## src/rtl/mag_cmp_pkg.sv

```systemverilog
package mag_cmp_pkg;
  typedef struct packed {
    logic captureP;   // load hold register this edge
    logic selDirect;  // feed comparison from pIn rather than the hold register
    logic signedCmp;  // two's-complement ordering
  } cmpStrobes_t;
endpackage

```

## src/rtl/mag_cmp_ctrl.sv

```systemverilog
module mag_cmp_ctrl
  import mag_cmp_pkg::*;
(
  input  logic        pHoldEn,
  input  logic        modeSigned,
  output cmpStrobes_t strobes
);
  always_comb begin
    strobes.captureP  = pHoldEn;
    strobes.selDirect = pHoldEn;
    strobes.signedCmp = modeSigned;
  end
endmodule

```

## src/rtl/mag_cmp_datapath.sv

```systemverilog
module mag_cmp_datapath
  import mag_cmp_pkg::*;
#(
  parameter int WIDTH = 8
) (
  input  logic             clk,
  input  logic             rstN,
  input  cmpStrobes_t      strobes,
  input  logic [WIDTH-1:0] pIn,
  input  logic [WIDTH-1:0] qIn,
  input  logic             casGtIn,
  input  logic             casLtIn,
  output logic             gtOut,
  output logic             ltOut
);
  localparam int MSB = WIDTH - 1;

  logic [WIDTH-1:0] pHeld;
  logic [WIDTH-1:0] pEff;
  logic [WIDTH-1:0] pKey;
  logic [WIDTH-1:0] qKey;
  logic [WIDTH-1:0] bitGt;
  logic [WIDTH-1:0] bitLt;
  logic             wordGt;
  logic             wordLt;

  // hold register, cleared asynchronously
  always_ff @(posedge clk or negedge rstN) begin
    if (!rstN)                 pHeld <= '0;
    else if (strobes.captureP) pHeld <= pIn;
  end

  assign pEff = strobes.selDirect ? pIn : pHeld;

  // flipping the sign bit maps two's-complement order onto unsigned order
  assign pKey = {pEff[MSB] ^ strobes.signedCmp, pEff[MSB-1:0]};
  assign qKey = {qIn[MSB]  ^ strobes.signedCmp, qIn[MSB-1:0]};

  for (genvar i = 0; i < WIDTH; i++) begin : g_bit
    assign bitGt[i] = pKey[i] & ~qKey[i];
    assign bitLt[i] = ~pKey[i] & qKey[i];
  end

  // first differing bit from the top decides
  always_comb begin
    wordGt = 1'b0;
    wordLt = 1'b0;
    for (int i = 0; i < WIDTH; i++) begin
      if (bitGt[i] | bitLt[i]) begin
        wordGt = bitGt[i];
        wordLt = bitLt[i];
      end
    end
  end

  always_comb begin
    if (wordGt | wordLt) begin
      gtOut = wordGt;
      ltOut = wordLt;
    end else begin
      gtOut = casGtIn;
      ltOut = casLtIn;
    end
  end
endmodule

```

## src/rtl/mag_cmp_top.sv

```systemverilog
module mag_cmp_top
  import mag_cmp_pkg::*;
#(
  parameter int WIDTH = 8
) (
  input  logic             clk,
  input  logic             rstN,
  input  logic             pHoldEn,
  input  logic [WIDTH-1:0] pIn,
  input  logic [WIDTH-1:0] qIn,
  input  logic             modeSigned,
  input  logic             casGtIn,
  input  logic             casLtIn,
  output logic             gtOut,
  output logic             ltOut
);
  cmpStrobes_t strobes;

  mag_cmp_ctrl u_ctrl (
    .pHoldEn    (pHoldEn),
    .modeSigned (modeSigned),
    .strobes    (strobes)
  );

  mag_cmp_datapath #(.WIDTH(WIDTH)) u_dp (
    .clk     (clk),
    .rstN    (rstN),
    .strobes (strobes),
    .pIn     (pIn),
    .qIn     (qIn),
    .casGtIn (casGtIn),
    .casLtIn (casLtIn),
    .gtOut   (gtOut),
    .ltOut   (ltOut)
  );
endmodule

```

## config.mk

```make
export PLATFORM = sky130hd
export DESIGN_NAME = mag_cmp_top
export DESIGN_NICKNAME = d
export VERILOG_FILES = /design/src/rtl/mag_cmp_pkg.sv /design/src/rtl/mag_cmp_ctrl.sv /design/src/rtl/mag_cmp_datapath.sv /design/src/rtl/mag_cmp_top.sv
export SDC_FILE = /design/constraint.sdc
export NUM_CORES = 1
export LEC_CHECK = 0
export BUFFER_PORTS_ARGS = -buffer_cell sky130_fd_sc_hd__buf_2
export CAP_MARGIN = 25
export CORE_ASPECT_RATIO = 2
export CORE_MARGIN = 10
export CORE_UTILIZATION = 29
export DETAILED_ROUTE_END_ITERATION = 16
export PLACE_DENSITY_LB_ADDON = 0.05
export SLEW_MARGIN = 10
export SYNTH_ARGS = -nofsm -noshare
export SYNTH_HDL_FRONTEND = slang
export SYNTH_SLANG_ARGS = --single-unit
```

## constraint.sdc

```tcl
create_clock -name clk -period 2.1 [get_ports clk]
set_input_delay 0.21 -clock clk [delete_from_list [all_inputs] [get_ports clk]]
set_output_delay 0.21 -clock clk [all_outputs]
set_load 0.01 [all_outputs]
```

==> results.yml <==
timing:
  period_needed_ns: 2.35
  fin_hold_ws_ns: 0.245
  tightest_slew_ns: 0.380
  fmax_mhz: 425
  slew_headroom: 0.746
  hold_violations: 0
  grt_setup_unrepaired: "yes"
  finalClockSkew_ns: 0
  setup_viol: 2
  slew_violations: 0
  fin_ws_ns: -0.254
  fin_crit_sh: 1.12
clocking:
  cts_tree: "done"
  clk_pin_slew_ns: 0.04
  numCtsBuffers: 3
  clk_path_buf_depth: 2
  htreeDepth: 1
  clk_latency_ns: 0.23
  clkSinkCount: 8
  cts-root-buf: "clkbuf_8"
synth:
  syn-instance-count: 84
  ys_seq_area_frac: 0.263
  yosysUniqueCellTypes: 27
  synth_area_um2: 762
  syn_avg_cell_area_um2: 9.07
  syn_nets: 120
  ys_seq_elements: 8
  yosysWarnings: 0
power_and_ir_drop:
  peakVddDrop_uv: 352
  leakagePower_nw: 0.647
  powerDensity_mw_per_mm2: 577
placement:
  place_area_mm2: 0.00104
  dp_slack_ns: -0.391
  place_hpwl_um: 1730
  place.gp.congestion: 0.697
  io_buffers: 23
layout:
  top_register: "u_dp.pHeld"
  antenna_cells: 0
  fin_nets: 171
  mostFrequentLayoutCells: "buf_2 (23), buf_4 (23), inv_1 (18), ha_1 (9), dfrtp_1 (8)"
  stdcell_area_mm2: 0.00124
  biggestRegsByFlops: "u_dp.pHeld x8"
  syn_to_final_growth_pct: 63.4
  drive_gt1_frac: 0.519
  largest_reg_flops: 8
worst_setup_path:
  path_max_fanout: 4
  worst_setup_path_start_kind: "register"
  rrSetupSlack_ns: 0.98
  crit_start: "u_dp.pHeld[1]$_DFF_PN0_"
  arrival_ns: 2.14
  r2r_cells: 5
  worstPathRequired_ns: 1.89
  cp-end-kind: "primary output"
  crit_type: "reg -> out"
  critPathCapture: "gtOut"
  worstReg2RegEnd: "u_dp.pHeld[1]$_DFF_PN0_"
  worstReg2RegStart: "u_dp.pHeld[1]$_DFF_PN0_"
die:
  core-area_mm2: 0.00254
  die_x_um: 56.2
  dieArea_mm2: 0.00520
  fp.dieH_um: 92.5
  rows: 26
  ios: 24
  initial_utilization: 0.300
routing:
  num_vias: 757
  viasPerCell: 4.70
  first_pass_iters: 3
  wl_um: 2130
  wl_per_cell_um: 13.2
  drtAntennaViolNets: 0
  drt_iter0_markers: 5
  drc: 0
grt:
  grt_pass1_vias: 865
  grt_start_max_net_pins: 9
  grt_pass1_wl_um: 3640
  grtUsageTotal: 0.0850
  antenna_found_initial: 0
  gr-total-overflow: 0
outcome:
  status: "complete, but fails checks"
  violations: "negative setup slack"
job:
  maxCapViolCount: 0
min_path:
  hold_path.class: "in -> reg"
[logic make-up after synthesis]
| kind of cell | share of synthesized area |
|---|---|
| AOI/OAI and AO/OA | 0.128 |
| xor gates and xnor gates | 0.0230 |
| adders and majority gates | 0.230 |
| buffers and inverters | 0.118 |
| DFF | 0.263 |
| muxes | 0.110 |
| and+or+nand+nor | 0.128 |
[report_power, final]
part	internal, mW	total (mW)	switching [mW]
clock	0.125	0.189	0.0641
sequential	0.170	0.175	0.00530
combinational	0.192	0.354	0.162
[metrics by stage]
stage | utilization | setup TNS [ns] | total power, mW | std cells
finish | 0.491 | -0.488 | 0.718 | 161
global placement | 0.410 | -0.783 | 0.461 | 152
detailed placement | 0.410 | -0.750 | 0.463 | 152
floorplan | - | -0.00543 | 0.332 | 84
global route | 0.491 | -0.776 | 0.778 | 161
CTS | 0.458 | -0.597 | 0.686 | 160
[per-layer routing]
layer  part of all wire  vias to the layer above  track usage
li1                   -                      379            -
met1               0.34                      363       0.0734
met2               0.60                       15        0.170
met3              0.058                        0       0.0287
met4                  0                        0       0.0302
met5                  0                        -            0
[layout make-up]
class                   instances  area, µm²
clock buffers                   3       41.3
fillers                       268       1290
inverters                      21       78.8
multi-input cells              54        592
flip-flops and latches          8        200
well taps                      28       35.0
repair buffers                 47        298
[synthesized netlist by cell type]
library cell | instances | area share
a311oi_2 | 1 | 0.020
nand4_1 | 1 | 0.0082
dfrtp_1 | 8 | 0.26
inv_1 | 21 | 0.10
o22ai_1 | 1 | 0.0082
buf_6 | 1 | 0.015
o221ai_1 | 1 | 0.011
a22o_1 | 1 | 0.011
nor2_1 | 2 | 0.0099
nand2b_1 | 1 | 0.0082
nand3b_1 | 2 | 0.020
o211ai_1 | 1 | 0.0099
and2_1 | 1 | 0.0082
nor4_1 | 1 | 0.0082
o21ai_0 | 2 | 0.013
a31oi_1 | 1 | 0.0082
nand2_1 | 5 | 0.025
o31ai_1 | 1 | 0.0099
a21oi_1 | 2 | 0.013
ha_1 | 14 | 0.23
o311ai_0 | 1 | 0.011
nor3b_1 | 3 | 0.030
mux2i_1 | 7 | 0.092
or3b_2 | 1 | 0.011
xor2_1 | 2 | 0.023
a211o_1 | 1 | 0.011
mux2i_2 | 1 | 0.018
[timing repair]
action / 4_1_cts / 5_1_grt
endpoints found under the hold margin: 8 / 0
endpoints found under the setup margin: 2 / 2
hold buffers: 1 / 0
pin swaps: 7 / 4
setup buffers: 4 / 1
resized for setup: 7 / 12
[worst min path at each step]
stage,startpoint,cells past startpoint,end
after floorplan,rstN,0,u_dp.pHeld[0]$_DFF_PN0_
after global placement,rstN,1,u_dp.pHeld[5]$_DFF_PN0_
after detailed placement,rstN,1,u_dp.pHeld[5]$_DFF_PN0_
after CTS,pIn[0],3,u_dp.pHeld[0]$_DFF_PN0_
after global routing,pIn[0],3,u_dp.pHeld[0]$_DFF_PN0_
final,pIn[0],3,u_dp.pHeld[0]$_DFF_PN0_
[worst max-delay path: stages, from the launching register on]
cell and delay, ns:
dfrtp_1 0.37, mux2i_2 0.20, inv_2 0.09, ha_4 0.28, inv_2 0.03, a22o_1 0.22
o311ai_4 0.28, a21oi_2 0.10, a211o_1 0.23, buf_2 0.14
No activity file was read; power rests on OpenSTA's default activity.
